File: config.mk
export PLATFORM = sky130hd
export DESIGN_NAME = uart_rx_fifo
export DESIGN_NICKNAME = d
export VERILOG_FILES = /design/src/rtl/uart_rx_fifo_pkg.sv /design/src/rtl/uart_rx_fifo_dp.sv /design/src/rtl/uart_rx_fifo_ctl.sv /design/src/rtl/uart_rx_fifo.sv
export SDC_FILE = /design/constraint.sdc
export NUM_CORES = 1
export LEC_CHECK = 0
export BUFFER_PORTS_ARGS = -buffer_cell sky130_fd_sc_hd__buf_4
export CAP_MARGIN = 20
export CORE_MARGIN = 10
export CORE_UTILIZATION = 39
export CTS_BUF_LIST = sky130_fd_sc_hd__clkbuf_16
export CTS_CLUSTER_SIZE = 14
export DETAILED_ROUTE_END_ITERATION = 10
export PLACE_DENSITY = 0.59
export SLEW_MARGIN = 20
export SYNTH_ARGS = -nofsm -noshare
export SYNTH_HDL_FRONTEND = slang
export SYNTH_SLANG_ARGS = --single-unit
File: constraint.sdc
create_clock -name clk -period 2.3 [get_ports clk]
set_clock_uncertainty 0.1 [all_clocks]
set_input_delay 0.115 -clock clk [delete_from_list [all_inputs] [get_ports clk]]
set_output_delay 0.115 -clock clk [all_outputs]
set_load 0.02 [all_outputs]
File: src/rtl/uart_rx_fifo_pkg.sv
package uart_rx_fifo_pkg;
  // Strobes from control to datapath, one set per cycle
  typedef struct packed {
    logic flush;     // discard everything
    logic push;      // write one entry at the tail
    logic pop;       // advance the head
    logic useBreak;  // the written entry is the break marker
    logic wide;      // buffered mode in effect
  } rxqStrobe_t;
endpackage

File: src/rtl/uart_rx_fifo_dp.sv
module uart_rx_fifo_dp
  import uart_rx_fifo_pkg::*;
#(
  parameter int DEPTH = 16,
  parameter int ENT_W = 12,
  parameter int BRK_BIT = 10,
  parameter int PTR_W = $clog2(DEPTH),
  parameter int CNT_W = $clog2(DEPTH) + 1
) (
  input  logic             clk,
  input  logic             rstN,
  input  rxqStrobe_t       str,
  input  logic [ENT_W-1:0] pushEntry,
  output logic [ENT_W-1:0] headEntry,
  output logic [CNT_W-1:0] count
);
  localparam logic [ENT_W-1:0] BRK_WORD = ENT_W'(1) << BRK_BIT;

  logic [ENT_W-1:0] store [DEPTH];
  logic [PTR_W-1:0] rdPtr;
  logic [PTR_W-1:0] wrPtr;
  logic [PTR_W-1:0] ptrMask;
  logic [ENT_W-1:0] wrData;

  // Holding mode folds every slot index onto slot zero
  assign ptrMask = str.wide ? {PTR_W{1'b1}} : {PTR_W{1'b0}};
  assign wrPtr = (rdPtr + count[PTR_W-1:0]) & ptrMask;
  assign wrData = str.useBreak ? BRK_WORD : pushEntry;
  assign headEntry = store[rdPtr];

  always_ff @(posedge clk) begin
    if (str.push) store[wrPtr] <= wrData;
  end

  always_ff @(posedge clk or negedge rstN) begin
    if (!rstN) begin
      rdPtr <= '0;
      count <= '0;
    end else if (str.flush) begin
      rdPtr <= '0;
      count <= '0;
    end else begin
      if (str.pop) rdPtr <= (rdPtr + 1'b1) & ptrMask;
      case ({str.push, str.pop})
        2'b10:   count <= count + 1'b1;
        2'b01:   count <= count - 1'b1;
        default: count <= count;
      endcase
    end
  end
endmodule

File: src/rtl/uart_rx_fifo_ctl.sv
module uart_rx_fifo_ctl
  import uart_rx_fifo_pkg::*;
#(
  parameter int DEPTH = 16,
  parameter int DATA_W = 8,
  parameter int ERR_W = 4,
  parameter int CNT_W = $clog2(DEPTH) + 1
) (
  input  logic                    clk,
  input  logic                    rstN,
  input  logic                    fifoEn,
  input  logic                    pushValid,
  input  logic                    pushBreak,
  input  logic                    popReq,
  input  logic                    statusClr,
  input  logic [CNT_W-1:0]        count,
  input  logic [DATA_W+ERR_W-1:0] headEntry,
  output rxqStrobe_t              str,
  output logic                    rxEmpty,
  output logic                    rxFull,
  output logic                    rxIrq,
  output logic                    overrunPulse,
  output logic [ERR_W-1:0]        rxStatus
);
  logic             fifoEnQ;
  logic             modeFlip;
  logic             pushAny;
  logic [CNT_W-1:0] effDepth;

  assign modeFlip = fifoEnQ != fifoEn;
  assign pushAny  = pushValid | pushBreak;
  // Depth follows the mode the stored count was built under
  assign effDepth = fifoEnQ ? CNT_W'(DEPTH) : CNT_W'(1);
  assign rxEmpty  = count == '0;
  assign rxFull   = count == effDepth;

  always_comb begin
    str.flush    = modeFlip;
    str.push     = !modeFlip && pushAny && !rxFull;
    str.pop      = !modeFlip && popReq && !rxEmpty;
    str.useBreak = pushBreak;
    str.wide     = fifoEnQ;
  end

  always_ff @(posedge clk or negedge rstN) begin
    if (!rstN) begin
      fifoEnQ      <= 1'b0;
      overrunPulse <= 1'b0;
      rxIrq        <= 1'b0;
      rxStatus     <= '0;
    end else begin
      fifoEnQ      <= fifoEn;
      overrunPulse <= !modeFlip && pushAny && rxFull;
      // Trigger level one: raise on a store, drop when a read empties it
      if (str.flush) rxIrq <= 1'b0;
      else if (str.push) rxIrq <= 1'b1;
      else if (str.pop && count == CNT_W'(1)) rxIrq <= 1'b0;
      if (popReq && !modeFlip) rxStatus <= headEntry[DATA_W +: ERR_W];
      else if (statusClr) rxStatus <= '0;
    end
  end
endmodule

File: src/rtl/uart_rx_fifo.sv
module uart_rx_fifo
  import uart_rx_fifo_pkg::*;
#(
  parameter int DEPTH = 16,
  parameter int DATA_W = 8,
  parameter int ERR_W = 4
) (
  input  logic                    clk,
  input  logic                    rstN,
  input  logic                    fifoEn,
  input  logic                    pushValid,
  input  logic [DATA_W+ERR_W-1:0] pushEntry,
  input  logic                    pushBreak,
  input  logic                    popReq,
  output logic [DATA_W+ERR_W-1:0] popEntry,
  input  logic                    statusClr,
  output logic [ERR_W-1:0]        rxStatus,
  output logic                    rxEmpty,
  output logic                    rxFull,
  output logic [7:0]              rxFlags,
  output logic                    rxIrq,
  output logic                    overrunPulse
);
  localparam int ENT_W = DATA_W + ERR_W;
  localparam int PTR_W = $clog2(DEPTH);
  localparam int CNT_W = PTR_W + 1;
  localparam int BRK_BIT = DATA_W + 2;

  rxqStrobe_t       str;
  logic [CNT_W-1:0] count;

  uart_rx_fifo_ctl #(.DEPTH(DEPTH), .DATA_W(DATA_W), .ERR_W(ERR_W), .CNT_W(CNT_W)) i_ctl (
    .clk(clk), .rstN(rstN), .fifoEn(fifoEn), .pushValid(pushValid),
    .pushBreak(pushBreak), .popReq(popReq), .statusClr(statusClr),
    .count(count), .headEntry(popEntry), .str(str), .rxEmpty(rxEmpty),
    .rxFull(rxFull), .rxIrq(rxIrq), .overrunPulse(overrunPulse),
    .rxStatus(rxStatus)
  );

  uart_rx_fifo_dp #(.DEPTH(DEPTH), .ENT_W(ENT_W), .BRK_BIT(BRK_BIT),
                    .PTR_W(PTR_W), .CNT_W(CNT_W)) i_dp (
    .clk(clk), .rstN(rstN), .str(str), .pushEntry(pushEntry),
    .headEntry(popEntry), .count(count)
  );

  assign rxFlags = {1'b0, rxFull, 1'b0, rxEmpty, 4'b0000};
endmodule

Word-level counts from Yosys, hierarchy flattened
Memories as Yosys holds them, arrays and structs flattened.
Index checks and enable logic that the tools add are counted.
{"block": "op_classes", "n_addsub": 4, "mux": 14, "reduce_logical": 14, "n_eq_ne": 5, "bitwise": 3}
{"cell": "$mux W4", "count": 5}
{"cell": "$mux W12", "count": 1}
{"cell": "$mux W5", "count": 2}
{"cell": "$pmux W5 S2", "count": 1}
{"cell": "$and A4 B4 Y4", "count": 2}
{"cell": "$logic_and A1 B1 Y1", "count": 6}
{"cell": "$reduce_bool A3 Y1", "count": 2}
{"cell": "$add A5 B1 Y5 const B", "count": 1}
{"cell": "$eq A5 B1 Y1 const B", "count": 1}
{"cell": "$eq A5 B5 Y1", "count": 1}
{"cell": "$logic_not A5 Y1", "count": 1}
{"cell": "$mux W1", "count": 5}
{"cell": "$sub A5 B1 Y5 const B", "count": 1}
{"cell": "$add A4 B1 Y4 const B", "count": 1}
{"cell": "$add A4 B4 Y4", "count": 1}
{"cell": "$reduce_bool A2 Y1", "count": 2}
{"cell": "$logic_not A1 Y1", "count": 3}
{"cell": "$eq A2 B1 Y1 const B", "count": 1}
{"cell": "$eq A2 B2 Y1 const B", "count": 1}
{"cell": "$ne A1 B1 Y1", "count": 1}
{"cell": "$or A1 B1 Y1", "count": 1}
{"block": "word_totals", "inputBits": 19, "mem_count": 1, "elab_cells": 47, "output_inout_bits": 28, "ram_bits": 192, "reg_bits": 16}
{"name": "i_dp.store", "depth": 16, "width": 12, "read_ports": 1, "rd_ports_with_merged_regs": 0, "write_ports": 1, "line_no": "uart_rx_fifo_dp.sv:19", "text": "logic [ENT_W-1:0] store [DEPTH];"}

Depth between registers and ports, before layout
Gate-level depths: netlist of run 1.
{"block": "depth", "word_depth": 8, "depth_mapped": 9, "ltp_nobuf": 7}

Modules after synthesis
From an unflattened synthesis of run 1, not the netlist that was laid out.
{"block": "unflattened", "hier_cells": 510, "hier_area_um2": 8764.7}
{"module": "uart_rx_fifo_dp", "seq_area_each_um2": 5990.7, "cells_each": 468, "area_per_inst_um2": 8324.2, "n_inst": 1}
{"module": "uart_rx_fifo_ctl", "seq_area_each_um2": 175.2, "cells_each": 33, "area_per_inst_um2": 376.6, "n_inst": 1}
{"module": "uart_rx_fifo", "seq_area_each_um2": 0.0, "cells_each": 9, "area_per_inst_um2": 63.8, "n_inst": 1}

Worst setup path before layout of run 1
OpenSTA, ideal clock, no wires.
{"block": "synth_timing", "path_type": "register to register", "startpoint": "reg i_ctl.fifoEnQ", "endpoint": "mem i_dp.store[1][0] (enable)", "path_slack_ns": -0.242, "stages_incl_launch_ff": 8, "t_arrival_ns": 2.062, "required_time_ns": 1.820, "synth_period_minus_slack_ns": 2.542, "setup_ns": 0.380, "n_path_buf": 1, "path_cell_list": "dfrtp_1 buf_2 and3b_1 o21ai_2 inv_2 nor2_2 nand4b_1 nor2_1"}
{"block": "synth_between", "elab_chain_len": 6, "word_cells_on_any_way": 11, "classes_between": "2 x eq/ne; 4 x mux; 1 x bitwise; 4 x reduce/logical"}
{"item": "start: declaration", "line_no": "uart_rx_fifo_ctl.sv:25", "text": "logic fifoEnQ;"}
{"item": "start signal: assignment", "line_no": "uart_rx_fifo_ctl.sv:52", "text": "fifoEnQ <= fifoEn;"}
{"item": "$mux W5", "line_no": "uart_rx_fifo_ctl.sv:33", "text": "assign effDepth = fifoEnQ ? CNT_W'(DEPTH) : CNT_W'(1);"}
{"item": "$eq A5 B5 Y1", "line_no": "uart_rx_fifo_ctl.sv:35", "text": "assign rxFull = count == effDepth;"}
{"item": "net rxFull", "line_no": "uart_rx_fifo.sv:19", "text": "output logic rxFull,"}
{"item": "$logic_not A1 Y1", "line_no": "uart_rx_fifo_ctl.sv:39", "text": "str.push = !modeFlip && pushAny && !rxFull;"}
{"item": "$logic_and A1 B1 Y1", "line_no": "uart_rx_fifo_ctl.sv:39"}
{"item": "$mux W1", "line_no": "uart_rx_fifo_dp.sv:32", "text": "if (str.push) store[wrPtr] <= wrData;"}
{"item": "$mux W1 (implied by the code)", "line_no": "uart_rx_fifo_dp.sv:32"}
{"item": "end: declaration", "line_no": "uart_rx_fifo_dp.sv:19"}
The timed path passes the listed nets, and every way through them passes these cells.

Final worst setup path of run 1
{"block": "layout_timing", "startpoint": "reg i_dp.rdPtr[0]", "endpoint": "out popEntry[8]"}
{"block": "layout_between", "elab_chain_len": 1}
{"item": "start: declaration", "line_no": "uart_rx_fifo_dp.sv:20", "text": "logic [PTR_W-1:0] rdPtr;"}
{"item": "start signal: assignment", "line_no": "uart_rx_fifo_dp.sv:43", "text": "if (str.pop) rdPtr <= (rdPtr + 1'b1) & ptrMask;"}
{"item": "$mem_v2 Z16 W12"}
{"item": "end: declaration", "line_no": "uart_rx_fifo.sv:15", "text": "output logic [DATA_W+ERR_W-1:0] popEntry,"}
Every way passes these cells.

==> summary by stage, run 1 <==
Clock network
For this design, the sink count on the clock tree is 208. The tree is rooted in a clkbuf_16. The later pin in the worst-skew pair is clocked with a latency of 500 ps. The TritonCTS clock tree is built.

The clock-pin slew reported for the worst setup and hold paths after clock tree synthesis is 60 ps. CTS built an H-tree with a depth of 1. The number of buffers on the longest clock path is 3. TritonCTS created 22 clock buffers.

Route
In the routed layout, each cell is associated on average with a via count of 5.326. In this run, the number of DRC markers left after iteration 0 of detailed routing was 485. The post-detailed-route wirelength per cell is 22.94 um.

The final layout contains routed wiring with a total length of 21,270 um. The number of iterations in the first detailed-routing pass is 4. The number of nets with antenna violations after detailed routing is 0. Summing over every cut layer, the via total after detailed routing is 4,937.

The DRC violations left is 0.

Critical path
The cell count of the worst reg-to-reg path is 10. For the worst setup path, the data arrival time is 2430 ps. Data on the critical path is required at its endpoint by 2090 ps. The worst setup path is captured at an output port. The register-to-register setup slack is -320 ps. By startpoint and endpoint, the worst setup path is classified as flip-flop to output port. The element type at the critical path start is a flip-flop. In this run the worst path has a maximum fanout of 5.

GRT
The initial antenna violation count was 0. The number of global-route vias before repair is 5,178. The first global-routing pass estimated 31,930 um of wire. Entering global routing, the biggest net connects 30 pins. After global routing the overflow that remains totals 0. The overall fraction of global-route tracks in use is 14.49%.

Finish
The final layout contains 660 nets. The filler-free cell count of the finished design is 927. The most frequent standard cell in the layout excluding fill and tap cells is edfxtp_1. The post-route cell area is 11,520 um^2. The filler cell count is 1,750.

The share of post-route cells with drive strength above 1 is 42.97%. The count of inserted antenna diode cells is 0. Leaving out fill and tap cells, the most frequent cells in the layout are 192 x edfxtp_1, 72 x buf_4, 36 x mux4_2.

The area added between synthesis and finish is 32.15%.

Placement
Before CTS, the worst setup slack after placement is -77.90 ps. The number of buffers added on ports is 40. After detailed placement, the total cell area comes to 10,090 um^2.

The final weighted congestion in routability-driven placement is 0.8154. Including well taps, the total number of placed cells is 859. Detailed placement finished with a half-perimeter wire length of 13,560 um.

STA
For this run, the top clock speed supported by timing is 377.8 MHz. Setup repair after global routing could not meet its margin everywhere. The final critical-path setup slack is -346.6 ps. Measured against its own limit, the worst slew margin works out to 46.09%.

Setup total negative slack on the finished layout was measured at -53,570 ps. For the pin with the worst max-slew slack, the measured transition is 806.0 ps. The final worst-path cycle share is 115.1%. The number of hold-slack violations in the final timing report is 0. The number of max-slew violations in the final report is 0.

The post-layout minimum cycle time is 2647 ps. The final setup violation count is 204.

Power and ir drop
The leakage power figure is 3.966 nW. For this design the ratio of total power to cell area is 870.2 nW/um^2. The largest voltage drop on the vdd net is 443.7 uV.

Synth
Yosys printed 0 warnings. The post-synthesis instance total is 501. In this run, distinct cell masters in the synthesized netlist total 53.

The mean area per synthesized cell is 17.40 um^2. The fraction of the yosys area taken by sequential cells is 70.72%. The async set or reset register ratio after synthesis is 7.692%. The primary flip-flop cell chosen by synthesis mapping is edfxtp_1. In this run the cell area of the synthesized design comes to 8718 um^2.

The count of flip-flops with a built-in enable after synthesis is 192. The number of register bits inferred by synthesis is 208.

Die
The die covers 28,740 um^2. The vertical die dimension is 169.5 um. In this run the standard cell core region covers 21,890 um^2. The die is 169.5 um wide.

After floorplanning, the core was divided into 54 placement rows. The initial core utilization is 39.83%. 47 I/O pins were placed.

Run
The count of max-cap constraint violations is 0.

Outcome
The checks that failed: setup timing. The run finished, with violations left.

Worst hold path
The path class of the lowest-slack min-delay path is input pin to flip-flop. The worst hold path passes through 2 cells.
## repair_timing
| action | in CTS | in global routing |
|---|---|---|
| cloned | 7 | 1 |
| endpoints found under the setup margin | 120 | 210 |
| setup buffers | 11 | 4 |
| resized for setup | 58 | 30 |
| pin swaps | 27 | 10 |
| hold buffers | 6 | 0 |
| endpoints found under the hold margin | 27 | 0 |
## worst max-delay path, stage by stage, from the launching register on
cell and delay (ps):
dfrtp_4 510, buf_12 150, buf_16 140, mux4_2 450, mux4_2 530, buf_6 160
## state kept, by name, summed over array words and instances (netlist names)
register,flops
i_dp.store,192
i_dp.count,5
i_ctl.rxStatus,4
i_dp.rdPtr,4
i_ctl.fifoEnQ,1
i_ctl.overrunPulse,1
i_ctl.rxIrq,1
## report_power, final
group | leakage [nW] | internal, mW | total [mW] | switching (mW)
Combinational | 1.64 | 1.11 | 2.21 | 1.10
Sequential | 1.96 | 4.29 | 4.36 | 0.0688
Clock | 0.360 | 2.05 | 3.46 | 1.42
## cell usage after synthesis (2+ instances only)
| cell | instances | share of area (%) |
|---|---|---|
| o21ai_2 | 2 | 0.20 |
| buf_4 | 12 | 1.0 |
| nand3_1 | 5 | 0.29 |
| ha_1 | 8 | 1.1 |
| buf_6 | 5 | 0.65 |
| mux2i_1 | 28 | 3.2 |
| clkbuf_1 | 9 | 0.39 |
| nor2_1 | 21 | 0.90 |
| a21oi_1 | 12 | 0.69 |
| a211o_1 | 2 | 0.20 |
| inv_1 | 4 | 0.17 |
| edfxtp_1 | 192 | 66 |
| a22oi_1 | 10 | 0.86 |
| and2_1 | 2 | 0.14 |
| nor2_2 | 2 | 0.14 |
| xor2_1 | 3 | 0.30 |
| nand2b_1 | 7 | 0.50 |
| a221oi_1 | 8 | 0.80 |
| nor3_1 | 2 | 0.11 |
| and3_1 | 3 | 0.22 |
| nor2b_1 | 12 | 0.86 |
| nand2_1 | 23 | 0.99 |
| o21ai_1 | 9 | 0.52 |
| nand4b_1 | 2 | 0.20 |
| o21ai_0 | 21 | 1.2 |
| o21a_1 | 2 | 0.17 |
| dfrtp_1 | 16 | 4.6 |
| buf_2 | 8 | 0.46 |
| mux4_2 | 36 | 9.3 |
| xnor2_1 | 3 | 0.30 |
| mux2_2 | 8 | 1.0 |
| nand4_1 | 3 | 0.22 |
## metrics by stage
step	hold slack (ps)	utilization (%)	power (mW)
global placement	-105.8	46.10	6.174
detailed placement	-99.58	46.10	6.188
CTS	18.28	51.99	10.04
finish	30.28	52.63	10.02
global route	63.22	52.63	10.41
floorplan	-280.6	-	5.640
## cell families (layout without fill, tap and decap cells)
logic type | after synthesis | after routing | share of synthesized area (%)
XOR/XNOR | 6 | 6 | 0.6029
flip-flops | 208 | 208 | 70.72
adder cells (fa/ha/maj) | 9 | 9 | 1.378
buffers and inverters | 40 | 181 | 2.784
AND/OR/NAND/NOR | 91 | 91 | 5.511
other | 1 | 6 | 0.04301
AO/OA/AOI/OAI | 74 | 74 | 5.411
multiplexers | 72 | 72 | 13.55
## final cells by class
class	count	area (um^2)	area share, %
clock buffer	23	575.6	4.996
clock inverter	16	140.1	1.216
inverter	5	21.27	0.1846
multi-input combinational	258	2638	22.89
sequential	208	6172	53.57
tap	280	350.3	3.041
timing repair buffer	137	1624	14.10
## metal layers
| layer | up-vias | GRT usage [%] | wire length [um] | share of wire, % |
|---|---|---|---|---|
| li1 | 2244 | - | - | - |
| met1 | 2504 | 20.22 | 9333 | 44 |
| met2 | 154 | 23.24 | 10230 | 48 |
| met3 | 35 | 2.177 | 1287 | 6.1 |
| met4 | 0 | 3.827 | 418 | 2.0 |
| met5 | - | 0 | 0 | 0 |
## worst paths after layout
check | start | to
setup / recovery | i_dp.rdPtr[0] | popEntry[8]
hold / removal | pushEntry[10] | i_dp.store[13][10]
setup reg to reg | i_dp.rdPtr[0] | i_dp.store[15][8]
hold reg to reg | i_ctl.rxIrq | i_ctl.rxIrq
max in group asynchronous | rstN | i_dp.rdPtr[0]
min in group asynchronous | rstN | i_ctl.rxStatus[1]
Power figures use the tool's default switching activity.
==> run 2, diff against run 1 <==
CORE_MARGIN = 2   (was 10)
GPL_ROUTABILITY_DRIVEN = 1   (was not set)
PLACE_DENSITY = 0.64   (was 0.59)
==> summary by stage, run 2 (synthesis gave the netlist of run 1 again) <==
STA
The final critical-path setup slack is -334.8 ps (+11.79 ps). The worst-margin pin slew is 927.5 ps (+121.5 ps). The upper clock frequency limit was 379.5 MHz (+0.45%). Setup repair after global routing could not meet its margin everywhere. The sum of negative setup slack is -43,010 ps (+10,560 ps). The minimum hold slack is 17.30 ps (-12.98 ps). The post-layout minimum cycle time is 2635 ps (-11.79 ps). The number of max-slew violations in the final report is 0 (unchanged). The final worst-path cycle share is 114.6% (-0.51 points). The final setup violation count is 205 (+0.49%).

The tightest slew margin relative to the limit is 38.04% (-8.1 points). The number of hold-slack violations in the final timing report was 0 (unchanged).

Clock network
The H-tree depth was 1 (unchanged). TritonCTS built the clock tree. In this run the clock root is driven by a clkbuf_16. The CTS sink count is 208 (unchanged). The clock-pin slew reported for the worst setup and hold paths after clock tree synthesis is 60 ps (about the same). The number of buffers on the longest clock path is 3 (unchanged). The clock latency on the worst-skew pair is 510 ps (about the same).

The number of CTS-inserted buffers is 22 (unchanged).

GRT
The initial antenna violation count was 0 (unchanged). The leftover overflow at the end of global routing is 0 (unchanged). The maximum number of pins on one net before global-route repair is 23 (-23%). The global-route wire length before repair was 31,910 um (about the same). The overall fraction of global-route tracks in use is 17.80% (+3.3 points). The number of global-route vias before repair is 5,225 (+0.91%).

Critical path
The endpoint arrival time on the critical path is 2420 ps (about the same). STA classifies the critical path startpoint as a flip-flop. The dominant delay contributor by cell family on the critical path is multiplexers. The library cell contributing the largest single delay on the critical path is dfrtp_4.

In this design, the critical path's most frequently occurring cell is mux4_2. The critical path's largest stage delay is 550 ps (+20 ps). The critical path goes through buf_16, mux4_2, mux4_2, buf_6. The required time of the critical path is 2090 ps (about the same). The critical path is of the flip-flop to output port type.

The worst setup path is captured at an output port. The biggest fanout along the worst timing path is 7 (+2). The sum of buffers and inverters on the critical path is 2 (-1).

Power and ir drop
The switching share of power is 25.33% (-0.43 points). The leakage power figure came to 4.008 nW (+1.1%). The logic gate share of total power is 21.8% (-0.2 points). The internal power summed over all cells is 7.678 mW (+3.2%). The clock network fraction of total power is 35.7% (+1.1 points). The largest voltage drop on the vdd net is 647.6 uV (+46%).

The power share of the sequential group was 42.5% (-0.9 points). The switching power was 2.605 mW (+0.84%). The power density over the cells is 884.1 nW/um^2 (+1.6%).

Worst hold path
The path class of the tightest hold or removal check is input pin to flip-flop.

Finish
The area added between synthesis and finish is 33.40%. The count of inserted antenna diode cells is 0 (unchanged). The utilization after layout was 53.13% (+0.50 points). Leaving out fill and tap cells, the most frequent cell in the layout is edfxtp_1. The post-route cell area came to 11,630 um^2 (+0.95%).

The largest registers in the layout are i_dp.store (192), i_dp.count (5). The number of flip-flops in the largest register is 192 (unchanged). The net count reported at finish was 665 (+0.76%). The register with the most flip-flops in the final layout is i_dp.store. In the layout the commonest cells are 192 x edfxtp_1, 63 x buf_4, 46 x buf_6. The filler cell count is 1,726 (-1.4%). The share of post-route cells with drive strength above 1 came to 43.34% (+0.37 points).

Die
The core region area is 21,890 um^2 (unchanged). The count of standard-cell rows is 54 (unchanged). The vertical die dimension is 153.5 um (-9.4%). The initial core utilization is 39.83% (unchanged). The count of pins on the block boundary came to 47 (unchanged). The die area was 23,570 um^2 (-18%).

The horizontal die dimension is 153.5 um (-9.4%).

Placement
The final weighted congestion in routability-driven placement is 0.8266 (+1.4%). The number of buffers added on ports came to 40 (unchanged). The area of placed instances is 10,100 um^2 (+0.12%).

The final HPWL from detailed placement came to 13,740 um (+1.3%). The minimum setup slack after placement is -78.25 ps (-0.3497 ps).

Route
The average via count per standard cell is 5.433 (+2.0%). The number of DRC markers after the initial detailed-route iteration came to 448 (-7.6%). The DRC violations left was 0 (unchanged). The total wire length is 21,180 um (-0.43%). The via total after detailed routing is 5,069 (+2.7%). The number of nets with antenna violations after detailed routing was 0 (unchanged). The number of iterations in the first detailed-routing pass came to 5 (+1). The post-detailed-route wirelength per cell is 22.70 um (-1.1%).

Run
The count of max-cap constraint violations is 0 (unchanged).

Outcome
The final reports fail on setup timing. The run finished, with violations left.
==> run 2: metal layers <==
metal / track usage, % / vias to the layer above / part of all wire [%]
li1: - / 2259 / -
met1: 24.75 / 2619 / 43
met2: 29.61 / 158 / 50
met3: 2.339 / 33 / 5.0
met4: 5.242 / 0 / 2.2
met5: 0 / - / 0
==> run 2: worst paths after layout <==
| kind | depth (start not counted) | startpoint | slack [ps] | to |
|---|---|---|---|---|
| max in group asynchronous | 3 | rstN | 850 | i_dp.rdPtr[0] |
| setup / recovery | 4 | i_dp.rdPtr[0] | -330 | popEntry[8] |
| hold / removal | 2 | pushEntry[10] | 20 | i_dp.store[8][10] |
| hold reg to reg | 1 | i_ctl.rxIrq | 410 | i_ctl.rxIrq |
| min in group asynchronous | 3 | rstN | 670 | i_ctl.overrunPulse |
| setup reg to reg | 9 | i_dp.rdPtr[0] | -270 | i_dp.store[10][2] |
==> run 2: final cells by class <==
| cell class | instances | area, um^2 | area share (%) |
|---|---|---|---|
| Sequential cell | 208 | 6172 | 53.07 |
| Clock buffer | 23 | 575.6 | 4.949 |
| Clock inverter | 17 | 181.4 | 1.560 |
| Multi-Input combinational cell | 258 | 2715 | 23.35 |
| Inverter | 5 | 21.27 | 0.1829 |
| Timing Repair Buffer | 142 | 1614 | 13.88 |
| Tap cell | 280 | 350.3 | 3.012 |
==> run 2: through the flow <==
step,std cells,total power [mW]
floorplan,506,5.640
global placement,868,6.210
detailed placement,868,6.249
CTS,928,10.21
global route,933,10.67
finish,933,10.28
==> run 2: timing repair <==
action | 4_1_cts | 5_1_grt
buffers inserted | 10 | 3
hold buffers | 7 | 0
cloned | 3 | 4
endpoints found under the setup margin | 200 | 208
resized for setup | 74 | 45
endpoints found under the hold margin | 27 | 0
pin swaps | 19 | 27
==> run 2: power by group through the flow <==
stage | logic, mW | clock network, mW | registers (mW)
finish | 2.24 | 3.67 | 4.37
global route | 2.38 | 3.90 | 4.39
CTS | 2.11 | 3.73 | 4.37
detailed placement | 1.81 | 0 | 4.44
global placement | 1.77 | 0 | 4.44
floorplan | 1.20 | 0 | 4.44
==> run 3, diff against run 2 <==
CORE_UTILIZATION = 30   (was 39)
HOLD_SLACK_MARGIN = 0.08   (was not set)
PLACE_DENSITY = 0.54   (was 0.64)
==> summary by stage, run 3 (synthesis gave the netlist of run 1 again) <==
Outcome
The flow ran to the end, but the final reports show violations. The checks that failed: setup timing.

Die
The count of pins on the block boundary is 47 (unchanged). The core region area is 28,630 um^2 (+31%). The vertical die dimension is 174.5 um (+14%). The die area came to 30,440 um^2 (+29%). The count of standard-cell rows was 62 (+15%).

The initial core utilization is 30.46% (-9.4 points). The horizontal die dimension was 174.5 um (+14%).

Route
The total wire length came to 20,910 um (-1.3%). The DRC violations left is 0 (unchanged). The number of iterations in the first detailed-routing pass came to 5 (unchanged). The post-detailed-route wirelength per cell is 20.24 um (-11%). The average via count per standard cell is 4.831 (-11%). The number of DRC markers after the initial detailed-route iteration came to 493 (+10%). The number of nets with antenna violations after detailed routing is 0 (unchanged). The via total after detailed routing is 4,990 (-1.6%).

STA
Setup repair after global routing could not meet its margin everywhere. The final worst-path cycle share was 113.8% (-0.73 points). The final critical-path setup slack is -318.0 ps (+16.76 ps).

The number of max-slew violations in the final report is 0 (unchanged). The tightest slew margin relative to the limit is 46.39% (+8.4 points). The upper clock frequency limit is 382.0 MHz (+0.64%). The post-layout minimum cycle time is 2618 ps (-16.76 ps). The number of hold-slack violations in the final timing report is 0 (unchanged). The minimum hold slack was 46.45 ps (+29.15 ps).

The worst-margin pin slew is 801.5 ps (-126.0 ps). The final setup violation count is 205 (unchanged).

GRT
The number of global-route vias before repair came to 5,092 (-2.5%). The leftover overflow at the end of global routing is 0 (unchanged). The initial antenna violation count is 0 (unchanged).

The overall fraction of global-route tracks in use is 13.61% (-4.2 points). The maximum number of pins on one net before global-route repair is 23 (unchanged). The global-route wire length before repair was 31,370 um (-1.7%).

Run
The count of max-cap constraint violations is 0 (unchanged).

Critical path
The required time of the critical path is 2090 ps (about the same). The endpoint arrival time on the critical path came to 2400 ps (-20 ps). The kind of critical path is flip-flop to output port. The critical path capture point type is an output port.

The biggest fanout along the worst timing path is 9 (+2). The element type at the critical path start is a flip-flop.

Clock network
The clock latency on the worst-skew pair is 510 ps (about the same). The H-tree depth is 1 (unchanged). The TritonCTS clock tree is built. The clock-pin slew reported for the worst setup and hold paths after clock tree synthesis is 60 ps (about the same). The CTS sink count came to 208 (unchanged).

The number of CTS-inserted buffers is 23 (+4.5%). The number of buffers on the longest clock path is 3 (unchanged). The tree is rooted in a clkbuf_16.

Finish
The filler-free cell count of the finished design came to 1,033 (+11%). In the final layout, the registers with the most flip-flops are i_dp.store (192), i_dp.count (5). The register with the most flip-flops in the final layout is i_dp.store. The net count reported at finish came to 660 (-0.75%). The library cells used most frequently in the layout, excluding fill and tap cells, are 192 x edfxtp_1, 72 x buf_4, 36 x mux4_2. Relative to the synthesized area, the layout overhead comes to 31.76%. The number of flip-flops in the largest register is 192 (unchanged). The post-route cell area is 11,490 um^2 (-1.2%). The share of post-route cells with drive strength above 1 is 39.45% (-3.9 points). The library cell used most frequently in the layout, excluding fill and tap cells, is edfxtp_1. The count of inserted antenna diode cells was 0 (unchanged).

Placement
The final weighted congestion in routability-driven placement was 0.8192 (-0.90%). The number of buffers added on ports came to 40 (unchanged). The final HPWL from detailed placement is 13,670 um (-0.50%). The area of placed instances is 10,180 um^2 (+0.79%). The total placed cells including tap cells is 963 (+11%).

Power and ir drop
The largest voltage drop on the vdd net is 473.8 uV (-27%). The power density over the cells is 861.0 nW/um^2 (-2.6%). The leakage power figure is 3.901 nW (-2.7%).

Worst hold path
The min-delay analysis places its worst path in the category input pin to flip-flop.
-- run 3: where the power goes --
| group | leakage [nW] | total (mW) | switching [mW] | internal (mW) |
|---|---|---|---|---|
| combinational | 1.58 | 2.18 | 1.10 | 1.09 |
| sequential | 1.96 | 4.37 | 0.0815 | 4.29 |
| clock | 0.358 | 3.34 | 1.42 | 1.92 |
| total | 3.90 | 9.89 | 2.60 | 7.29 |
-- run 3: critical path, cell delays in order (launching register included) --
cell	delay, ps
dfrtp_4	480
buf_16	180
mux4_2	570
mux4_2	510
buf_6	150
-- run 3: worst paths after layout --
| kind | start | depth (start not counted) | end | slack (ps) |
|---|---|---|---|---|
| setup reg to reg | i_dp.rdPtr[0] | 8 | i_dp.store[14][1] | -280 |
| hold reg to reg | i_ctl.rxIrq | 1 | i_ctl.rxIrq | 430 |
| min in group asynchronous | rstN | 3 | i_ctl.overrunPulse | 660 |
| max in group asynchronous | rstN | 3 | i_dp.rdPtr[0] | 850 |
| hold / removal | pushBreak | 2 | i_dp.store[0][2] | 50 |
| setup / recovery | i_dp.rdPtr[0] | 4 | popEntry[8] | -320 |
-- run 3: area by class of cell --
| type | count | area [um^2] |
|---|---|---|
| Clock buffer | 23 | 575.6 |
| Tap cell | 384 | 480.5 |
| Timing Repair Buffer | 136 | 1523 |
| Fill cell | 2588 | 17140 |
| Multi-Input combinational cell | 258 | 2606 |
| Clock inverter | 19 | 108.9 |
| Inverter | 5 | 21.27 |
| Sequential cell | 208 | 6172 |
-- run 3: timing repair --
action | CTS | global route
setup endpoints to repair | 40 | 209
hold buffers | 11 | 0
resized for setup | 36 | 41
pin swaps | 1 | 8
endpoints found under the hold margin | 80 | 0
setup buffers | 5 | 7
cloned | 3 | 2
-- run 3: layer usage --
metal  share of wire, %  GRT usage, %  up-vias
met4                1.9         3.957        0
met3                5.3         2.253       35
met2                 48         22.01      156
met1                 44         18.95     2553
met5                  0             0        -
li1                   -             -     2246
-- run 3: through the flow --
| step | total power, mW | setup WS, ps | util (%) | setup TNS [ps] |
|---|---|---|---|---|
| after floorplan | 5.640 | -26.81 | - | -2594 |
| after global placement | 6.234 | 10.40 | 35.58 | 0 |
| after detailed placement | 6.259 | -25.40 | 35.58 | -31.78 |
| after CTS | 9.820 | -332.7 | 39.31 | -23770 |
| after global routing | 10.27 | -360.5 | 40.13 | -49920 |
| final | 9.890 | -318.0 | 40.13 | -38520 |
